===== config.mk =====
export PLATFORM = sky130hd
export DESIGN_NAME = dram_cmd_guard
export DESIGN_NICKNAME = d
export VERILOG_FILES = /design/src/rtl/dcg_pkg.sv /design/src/rtl/dcg_countdown.sv /design/src/rtl/dcg_global_window.sv /design/src/rtl/dcg_bank_track.sv /design/src/rtl/dram_cmd_guard.sv
export SDC_FILE = /design/constraint.sdc
export NUM_CORES = 1
export LEC_CHECK = 0
export ABC_AREA = 1
export BUFFER_PORTS_ARGS = -buffer_cell sky130_fd_sc_hd__buf_2
export CORE_MARGIN = 1.5
export CORE_UTILIZATION = 48
export DETAILED_ROUTE_END_ITERATION = 16
export PLACE_DENSITY_LB_ADDON = 0.2
export SYNTH_ARGS = -nofsm -noshare
export SYNTH_HDL_FRONTEND = slang
export SYNTH_HIERARCHICAL = 1
export SYNTH_SLANG_ARGS = --single-unit

===== constraint.sdc =====
create_clock -name clk -period 6.85 [get_ports clk]
set_clock_uncertainty 0.1 [all_clocks]
set_input_delay 0.685 -clock clk [delete_from_list [all_inputs] [get_ports clk]]
set_output_delay 0.685 -clock clk [all_outputs]
set_load 0.1 [all_outputs]

===== src/rtl/dcg_pkg.sv =====
package dcg_pkg;

    typedef enum logic [3:0] {
        CMD_NOP   = 4'd0,
        CMD_DESEL = 4'd1,
        CMD_ACT   = 4'd2,
        CMD_PRE   = 4'd3,
        CMD_RD    = 4'd4,
        CMD_RDA   = 4'd5,
        CMD_WR    = 4'd6,
        CMD_WRA   = 4'd7,
        CMD_REF   = 4'd8,
        CMD_MRS   = 4'd9,
        CMD_EMRS  = 4'd10,
        CMD_PDX   = 4'd11,
        CMD_SRX   = 4'd12
    } cmd_e;

    typedef enum logic [2:0] {
        VC_NONE = 3'd0,
        VC_RRD  = 3'd1,
        VC_OPEN = 3'd2,
        VC_REF  = 3'd3,
        VC_MRS  = 3'd4,
        VC_PDX  = 3'd5,
        VC_SRX  = 3'd6
    } vcode_e;

    // Decoded view of one bus cycle
    typedef struct packed {
        logic   real_cmd;   // something other than idle / NOP / deselect
        logic   is_act;
        logic   closes;     // closes the addressed bank
        logic   opens;      // opens the device-wide window
        vcode_e wcode;      // code reported while that window is open
    } cmd_dec_t;

    typedef struct packed {
        logic   flag;
        vcode_e code;
    } verdict_t;

    function automatic int imax(input int a, input int b);
        return (a > b) ? a : b;
    endfunction

    function automatic cmd_dec_t decode(input logic valid, input logic [3:0] raw);
        cmd_dec_t d;
        d = '{real_cmd: valid, is_act: 1'b0, closes: 1'b0, opens: 1'b0, wcode: VC_NONE};
        case (cmd_e'(raw))
            CMD_NOP, CMD_DESEL: d.real_cmd = 1'b0;
            CMD_ACT:            d.is_act   = valid;
            CMD_PRE, CMD_RDA, CMD_WRA: d.closes = valid;
            CMD_REF: begin d.opens = valid; d.wcode = VC_REF; end
            CMD_MRS, CMD_EMRS: begin d.opens = valid; d.wcode = VC_MRS; end
            CMD_PDX: begin d.opens = valid; d.wcode = VC_PDX; end
            CMD_SRX: begin d.opens = valid; d.wcode = VC_SRX; end
            default: ;
        endcase
        return d;
    endfunction

endpackage


===== src/rtl/dcg_countdown.sv =====
module dcg_countdown #(
    parameter int W = 4
) (
    input  logic         clk,
    input  logic         rst,
    input  logic         load,
    input  logic [W-1:0] load_val,
    output logic         busy
);
    logic [W-1:0] cnt;

    always_ff @(posedge clk) begin
        if (rst)              cnt <= '0;
        else if (load)        cnt <= load_val;
        else if (cnt != '0)   cnt <= cnt - 1'b1;
    end

    assign busy = (cnt != '0);
endmodule


===== src/rtl/dcg_global_window.sv =====
module dcg_global_window
    import dcg_pkg::*;
#(
    parameter int W = 4
) (
    input  logic         clk,
    input  logic         rst,
    input  logic         open,
    input  vcode_e       open_code,
    input  logic [W-1:0] open_len,
    output logic         busy,
    output vcode_e       code
);
    dcg_countdown #(.W(W)) u_cnt (
        .clk      (clk),
        .rst      (rst),
        .load     (open),
        .load_val (open_len),
        .busy     (busy)
    );

    always_ff @(posedge clk) begin
        if (rst)       code <= VC_NONE;
        else if (open) code <= open_code;
    end
endmodule


===== src/rtl/dcg_bank_track.sv =====
module dcg_bank_track #(
    parameter int BW = 3,
    localparam int N = 1 << BW
) (
    input  logic          clk,
    input  logic          rst,
    input  logic          set,
    input  logic          clr,
    input  logic [BW-1:0] bank,
    output logic [N-1:0]  open_mask
);
    for (genvar b = 0; b < N; b++) begin : g_bank
        logic hit;
        assign hit = (bank == BW'(b));
        always_ff @(posedge clk) begin
            if (rst)              open_mask[b] <= 1'b0;
            else if (set && hit)  open_mask[b] <= 1'b1;
            else if (clr && hit)  open_mask[b] <= 1'b0;
        end
    end
endmodule


===== src/rtl/dram_cmd_guard.sv =====
module dram_cmd_guard
    import dcg_pkg::*;
#(
    parameter int BANK_W = 3,
    parameter int T_RRD  = 2,
    parameter int T_RFC  = 44,
    parameter int T_MRD  = 5,
    parameter int T_XPN  = 6,
    parameter int T_XSC  = 200
) (
    input  logic              clk,
    input  logic              rst,
    input  logic              cmd_valid,
    input  logic [3:0]        cmd,
    input  logic [BANK_W-1:0] bank,
    output logic              viol,
    output logic [2:0]        viol_code
);
    localparam int N_BANKS = 1 << BANK_W;
    localparam int T_MAX   = imax(imax(imax(T_RFC, T_MRD), imax(T_XPN, T_XSC)), T_RRD);
    localparam int CNT_W   = ($clog2(T_MAX) < 1) ? 1 : $clog2(T_MAX);
    localparam logic [CNT_W-1:0] LEN_RRD = CNT_W'(T_RRD - 1);
    localparam logic [CNT_W-1:0] LEN_RFC = CNT_W'(T_RFC - 1);
    localparam logic [CNT_W-1:0] LEN_MRD = CNT_W'(T_MRD - 1);
    localparam logic [CNT_W-1:0] LEN_XPN = CNT_W'(T_XPN - 1);
    localparam logic [CNT_W-1:0] LEN_XSC = CNT_W'(T_XSC - 1);

    cmd_dec_t           dec;
    verdict_t           verdict;
    verdict_t           verdict_q;
    logic               accept;
    logic               glob_busy;
    vcode_e             glob_code;
    logic               rrd_busy;
    logic [N_BANKS-1:0] bank_open;
    logic [CNT_W-1:0]   win_len;

    assign dec = decode(cmd_valid, cmd);

    // Priority: device-wide window, then open bank, then row-to-row delay
    always_comb begin
        verdict = '{flag: 1'b0, code: VC_NONE};
        if (dec.real_cmd) begin
            if (glob_busy)
                verdict = '{flag: 1'b1, code: glob_code};
            else if (dec.is_act && bank_open[bank])
                verdict = '{flag: 1'b1, code: VC_OPEN};
            else if (dec.is_act && rrd_busy)
                verdict = '{flag: 1'b1, code: VC_RRD};
        end
    end

    // Rejected commands never reach the tracking state
    assign accept = dec.real_cmd && !verdict.flag;

    always_comb begin
        case (dec.wcode)
            VC_REF:  win_len = LEN_RFC;
            VC_MRS:  win_len = LEN_MRD;
            VC_PDX:  win_len = LEN_XPN;
            VC_SRX:  win_len = LEN_XSC;
            default: win_len = '0;
        endcase
    end

    dcg_countdown #(.W(CNT_W)) u_rrd (
        .clk      (clk),
        .rst      (rst),
        .load     (accept && dec.is_act),
        .load_val (LEN_RRD),
        .busy     (rrd_busy)
    );

    dcg_global_window #(.W(CNT_W)) u_win (
        .clk       (clk),
        .rst       (rst),
        .open      (accept && dec.opens),
        .open_code (dec.wcode),
        .open_len  (win_len),
        .busy      (glob_busy),
        .code      (glob_code)
    );

    dcg_bank_track #(.BW(BANK_W)) u_banks (
        .clk       (clk),
        .rst       (rst),
        .set       (accept && dec.is_act),
        .clr       (accept && dec.closes),
        .bank      (bank),
        .open_mask (bank_open)
    );

    always_ff @(posedge clk) begin
        if (rst) verdict_q <= '{flag: 1'b0, code: VC_NONE};
        else     verdict_q <= verdict;
    end

    assign viol      = verdict_q.flag;
    assign viol_code = verdict_q.code;
endmodule


==> flow_summary_export.csv, run 1 <==
group,metric,value,unit
run_status,status,"finished clean",
power_and_ir_drop,irDropWorstVdd,0.159,mV
sta,hold_viol,0,
floorplanning,die_h,66.9,um
critical_path,cp_max_fo,18,
clocking,cts_hold_buf,0,
final_layout,finalNonFillerCells,354,
logic_synthesis,yosys-top-cells-area,"dfxtp_1 32%, nand2_1 12%, inv_1 6.1%, a21oi_1 5.9%, nand4_1 5.4%",
global_route,grt_pass1_wl,6710,um
routing,viasPerCell,4.92,
critical_path,slowest_stage,"nor2_1",
sta,slew_violations,0,
logic_synthesis,synth.yosys.seq_area_share,31.7,%
clocking,cts_inserted_buffers,5,
clocking,postCtsResizedCells,0,
critical_path,worst-path-buf-inv,3,
routing,drtIter0Drc,75,
critical_path,max_stage_delay,0.79,ns
clocking,clk_path_buf_depth,2,
placed_design,portBuffers,13,
final_layout,stdcell_area,2170,um^2
power_and_ir_drop,cellPowerDensity,381,nW/um^2
critical_path,startpoint,"u_win/u_cnt/cnt[0]",
critical_path,cp_top_family,"simple AND/OR/NAND/NOR gates",
clocking,clk_pin_slew,0.07,ns
hold_path,hold_path.class,"flip-flop to flip-flop",
clocking,cts_tree,"yes",
critical_path,critPathKind,"flip-flop to flip-flop",
flow_run,cap_violations,0,
logic_synthesis,yosys_warnings,6,
hold_path,min-delay-start,"u_win/code[2]",
clocking,clkSinkCount,31,
critical_path,cp-start-kind,"flip-flop",
final_layout,drive_gt1_share,17.8,%
routing,vias,1741,
placed_design,gp_congestion,0.825,
floorplanning,core-area,3970,um^2
clocking,post_cts_buffers,0,
logic_synthesis,yosysUniqueCellTypes,32,
logic_synthesis,avgSynthCellArea,6.88,um^2
sta,slew_headroom,30.4,%
logic_synthesis,syn_area,1960,um^2
logic_synthesis,synth-seq-cells,31,
routing,drc_errors,0,
logic_synthesis,syn_inst,285,
clocking,cts-root-buf,"clkbuf_8",
placed_design,dpl_cell_area,2060,um^2
sta,tightest_slew,1.04,ns
sta,rsz0062_at_grt,"no",
final_layout,multiInputGateArea,1150,um^2
sta,tns,0,ns
routing,totalWireLength,3730,um
final_layout,n_antenna_cell,0,
final_layout,regArea,621,um^2
sta,setup_ws,3.99,ns
routing,ant_nets,0,
power_and_ir_drop,leakagePower,0.927,nW
placed_design,dp_slack,3.76,ns
logic_synthesis,synth_top_area_share,31.7,%
critical_path,end_kind,"flip-flop",
placed_design,dp.cells,346,
routing,wire_per_inst,10.5,um
floorplanning,row_count,23,
final_layout,final_util,54.8,%
floorplanning,initial_utilization,49.4,%
global_route,grt_pass1_vias,1544,
final_layout,nets,317,
floorplanning,die_w,66.9,um
global_route,overflow,0,
critical_path,worst_path_most_repeated_cell,"inv_1",
placed_design,place_hpwl,2690,um
critical_path,crit_chain,"inv_1 > ha_1 > nand3_2 > nor2_8 > inv_1 > a21oi_1 > nand3_2 > nor2_1 > inv_1 > nand2_1 > nand2_1 > a21oi_1",
sta,final.min_clock_period,2.86,ns
sta,finalSetupViolCount,0,
routing,first_pass_iters,4,
final_layout,fillers,401,
global_route,antenna_found_initial,0,
floorplanning,die-area,4480,um^2
clocking,cts-htree-levels,2,
floorplanning,top_level_ports,14,
sta,max_clock_freq,350,MHz
critical_path,r2r-start,"u_win/u_cnt/cnt[0]",
sta,fin_crit_sh,41.7,%
global_route,grt_max_degree,27,
critical_path,critPathArrivalTime,2.97,ns
critical_path,critical_path_required,6.97,ns
logic_synthesis,yosysTopAreaCell,"dfxtp_1",
global_route,grtUsageTotal,20.0,%
final_layout,area_growth,10.9,%
clocking,clock_latency,0.28,ns
==> where the power goes <==
group | total (mW) | internal [mW] | switching (mW) | leakage (nW)
logic | 0.386 | 0.143 | 0.244 | 0.613
clock network | 0.187 | 0.118 | 0.0692 | 0.0612
registers | 0.254 | 0.222 | 0.0327 | 0.254
total | 0.828 | 0.482 | 0.346 | 0.927
==> cell families (layout without fill, tap and decap cells) <==
group / count (synthesis) / count (layout) / share of synthesized area [%]
simple gates: 153 / 153 / 40.1
buf+inv: 49 / 61 / 10.9
compound gates: 40 / 40 / 11.7
flops: 31 / 31 / 31.7
xor+xnor: 6 / 6 / 2.68
fa+ha+maj: 4 / 4 / 2.55
other cells: 2 / 9 / 0.383
==> cell type report <==
class	count	area share [%]
clock buffers	6	3.80
clock inverters	2	1.61
inverters	39	6.85
multi-input cells	212	53.0
flip-flops and latches	31	28.5
well taps	50	2.88
repair buffers	14	3.34
==> metrics by stage <==
step	power [mW]	hold slack (ns)
finish	0.828	0.353
global route	0.904	0.371
CTS	0.838	0.358
detailed placement	0.645	0.346
global placement	0.641	0.332
floorplan	0.583	0.323
==> tightest hold or removal path, cell delays in order (launching register included) <==
cell	delay, ns
dfxtp_1	0.31
nand2_1	0.06
nor2_1	0.04
==> state kept, by name, indices dropped and copies added, names as in the netlist <==
register	cells
u_banks/open_mask	8
u_rrd/cnt	8
u_win/u_cnt/cnt	8
u_win/code	3
viol_code	3
viol	1
==> per-layer routing <==
layer / track usage, % / vias to the layer above / part of all wire (%)
met5: 0 / - / 0
met4: 9.44 / 0 / 2.2
met3: 5.57 / 7 / 2.7
met2: 32.5 / 18 / 47
met1: 24.3 / 766 / 48
li1: - / 950 / -
==> worst paths after layout <==
path	to	slack, ns	cells past startpoint
min	viol_code[2]	0.35	2
max reg2reg	u_win/u_cnt/cnt[1]	3.99	12
min reg2reg	viol_code[2]	0.35	2
max	u_win/u_cnt/cnt[1]	3.99	12
==> cells in the mapped netlist <==
cell type  number
dfxtp_1        31
nor3_2          1
nor2_2          5
o21bai_1        2
clkbuf_1        1
xor2_1          2
a21boi_2        1
o211ai_1        1
nand2_2         2
inv_2           5
buf_6           3
nand3b_1        1
nand3_1        21
nor2_4          2
buf_1           2
buf_2           4
or2_0           1
inv_4           1
nand3_2         8
nand2_1        65
o21ai_1         3
o21ai_0         6
nor2_8          3
inv_1          32
a21oi_2         4
conb_1          2
a21oi_1        23
nand4_1        17
clkinv_1        1
ha_1            4
xnor2_1         4
nor2_1         27
==> cells in the final DEF, fill, tap and decap left out, types with 2 or more instances in the layout <==
| cell | instances |
|---|---|
| a21oi_1 | 23 |
| a21oi_2 | 4 |
| buf_2 | 13 |
| clkbuf_8 | 6 |
| conb_1 | 9 |
| dfxtp_1 | 31 |
| ha_1 | 4 |
| inv_1 | 32 |
| inv_2 | 5 |
| nand2_1 | 65 |
| nand2_2 | 2 |
| nand3_1 | 21 |
| nand3_2 | 8 |
| nand4_1 | 17 |
| nor2_1 | 27 |
| nor2_2 | 5 |
| nor2_4 | 2 |
| nor2_8 | 3 |
| o21ai_0 | 6 |
| o21ai_1 | 3 |
| o21bai_1 | 2 |
| xnor2_1 | 4 |
| xor2_1 | 2 |
No activity file was read; power rests on OpenSTA's default activity.
==> run 2, diff against run 1 <==
==> constraint.sdc (replaced) <==
create_clock -name clk -period 2.5 [get_ports clk]
set_clock_uncertainty 0.1 [all_clocks]
set_input_delay 0.25 -clock clk [delete_from_list [all_inputs] [get_ports clk]]
set_output_delay 0.25 -clock clk [all_outputs]
set_load 0.1 [all_outputs]
==> run 2 against run 1 <==
Against the previous run: via count is 2.8% higher; clock-buffer cell count grew 1; non-clock buffer count increased by 3; flip-flop and latch count stayed put; wire length rose by 1.8%; first-iteration DRC count rose by 40%; register-to-register slack got worse by 3.7 ns; clock power rose by 97%; utilization decreased by 0.25 points; combinational power grew to 2.7 times the previous value; power increased to 2.6 times the previous value; final cell count is 0.85% higher.
==> flow_summary_export.csv, run 2 (synthesis gave the netlist of run 1 again) <==
group,metric,value,unit
run_status,status,"finished clean",
critical_path,critPathKind,"flip-flop to flip-flop",
floorplanning,initial_utilization,49.4,%
final_layout,final_common_cell,"nand2_1",
sta,tns,0,ns
sta,fin_crit_sh,90.2,%
sta,tightest_slew,0.548,ns
routing,drtIter0Drc,105,
critical_path,worst_path_most_repeated_cell,"inv_1",
power_and_ir_drop,irDropWorstVdd,0.615,mV
clocking,cts_inserted_buffers,5,
sta,setup_ws,0.245,ns
routing,wl_met2,1760,um
sta,max_clock_freq,443,MHz
global_route,grt_max_degree,27,
sta,slew_headroom,63.5,%
placed_design,gp_congestion,0.824,
routing,m1WireLength,1810,um
critical_path,crit_chain,"inv_1 > ha_1 > nand3_2 > nor2_8 > inv_1 > a21oi_1 > nand3_2 > nor2_1 > buf_6 > inv_1 > nand2_1 > nand2_1 > a21oi_1",
power_and_ir_drop,leakagePower,0.926,nW
floorplanning,die_w,66.9,um
placed_design,dp_slack,0.244,ns
final_layout,area_growth,10.4,%
global_route,antenna_found_initial,0,
critical_path,critical_path_required,2.59,ns
routing,met3_length,204,um
final_layout,drive_gt1_share,17.9,%
floorplanning,die-area,4480,um^2
placed_design,place_hpwl,2750,um
final_layout,fillers,410,
clocking,cts_tree,"yes",
final_layout,final_util,54.5,%
critical_path,cp-start-kind,"flip-flop",
routing,vias,1789,
global_route,overflow,0,
clocking,post_cts_buffers,0,
placed_design,portBuffers,13,
routing,drc_errors,0,
sta,slew_violations,0,
routing,first_pass_iters,4,
clocking,cts-root-buf,"clkbuf_8",
final_layout,nets,320,
critical_path,critPathArrivalTime,2.35,ns
global_route,grtUsageTotal,19.0,%
clocking,clk_path_buf_depth,2,
hold_path,hold_path.class,"input pin to flip-flop",
routing,totalWireLength,3800,um
clocking,clk_pin_slew,0.07,ns
sta,rsz0062_at_grt,"no",
flow_run,cap_violations,0,
critical_path,max_stage_delay,0.33,ns
floorplanning,core-area,3970,um^2
power_and_ir_drop,cellPowerDensity,984,nW/um^2
routing,topRoutingLayerUsed,"met4",
final_layout,n_antenna_cell,0,
sta,final.min_clock_period,2.26,ns
routing,ant_nets,0,
clocking,clkSinkCount,31,
critical_path,cp_max_fo,15,
routing,viasPerCell,5.01,
floorplanning,top_level_ports,14,
final_layout,reg.largest.list,"u_banks/open_mask (8), u_rrd/cnt (8), u_win/u_cnt/cnt (8)",
sta,finalSetupViolCount,0,
clocking,clock_latency,0.27,ns
sta,hold_viol,0,
clocking,cts-htree-levels,2,
final_layout,final_cell_mix,"65 x nand2_1, 32 x inv_1, 31 x dfxtp_1",
critical_path,end_kind,"flip-flop",
routing,wire_per_inst,10.6,um
floorplanning,die_h,66.9,um
floorplanning,row_count,23,
critical_path,slowest_stage,"dfxtp_1",
global_route,grt_pass1_wl,6560,um
global_route,grt_pass1_vias,1567,
[run 2: changes by cell type in the layout (fill, tap and decap cells not counted)]
cell	before	now
bufinv_16	1	0
clkbuf_1	0	2
buf_4	1	3
clkbuf_8	6	5
buf_6	0	1
[run 2: layer usage]
layer  vias to the layer above  global-route usage (%)
li1                        950                       -
met1                       792                    25.5
met2                        45                    29.1
met3                         2                    5.57
met4                         0                    5.87
met5                         -                       0
[run 2: repair_timing]
action,CTS,global route
setup endpoints to repair,0,1
hold buffers,0,0
gates resized for setup,0,1
[run 2: final cells by class]
cell class | count | area (um^2) | share of cell area (%)
repair buffers | 17 | 98.8 | 4.57
inverters | 39 | 149 | 6.88
multi-input cells | 212 | 1150 | 53.2
flip-flops and latches | 31 | 621 | 28.7
clock inverters | 1 | 5.00 | 0.231
clock buffers | 7 | 76.3 | 3.53
well taps | 50 | 62.6 | 2.89
[run 2: worst max-delay path, delay by kind of cell (launching register included)]
| family | cells | cell delay (ns) |
|---|---|---|
| buffers and inverters | 4 | 0.51 |
| DFF | 1 | 0.33 |
| AOI/OAI and AO/OA | 2 | 0.34 |
| and+or+nand+nor | 6 | 0.71 |
| adders and majority gates | 1 | 0.18 |
[run 2: where the power goes]
group | switching (mW) | leakage, nW | total (mW) | internal (mW)
registers | 0.0899 | 0.254 | 0.697 | 0.607
logic | 0.671 | 0.630 | 1.06 | 0.394
clock network | 0.173 | 0.0422 | 0.368 | 0.195
total | 0.933 | 0.926 | 2.13 | 1.20
[run 2: stage by stage]
step | hold slack [ns] | area (um^2) | instances | total power [mW]
3_5_place_dp | 0.349 | 2080 | 349 | 1.77
5_1_grt | 0.273 | 2160 | 357 | 2.33
6_report | 0.262 | 2160 | 357 | 2.13
2_1_floorplan | 0.317 | 1990 | 292 | 1.60
3_3_place_gp | 0.353 | 2080 | 349 | 1.75
4_1_cts | 0.252 | 2160 | 357 | 2.15
[run 2: path summary, 6_finish.rpt]
path / endpoint / depth (start not counted) / slack, ns / startpoint
max: u_rrd/cnt[0] / 13 / 0.24 / u_win/u_cnt/cnt[0]
max reg2reg: u_rrd/cnt[0] / 13 / 0.24 / u_win/u_cnt/cnt[0]
min reg2reg: viol_code[2] / 2 / 0.36 / u_win/code[2]
min: u_banks/open_mask[4] / 3 / 0.26 / bank[2]
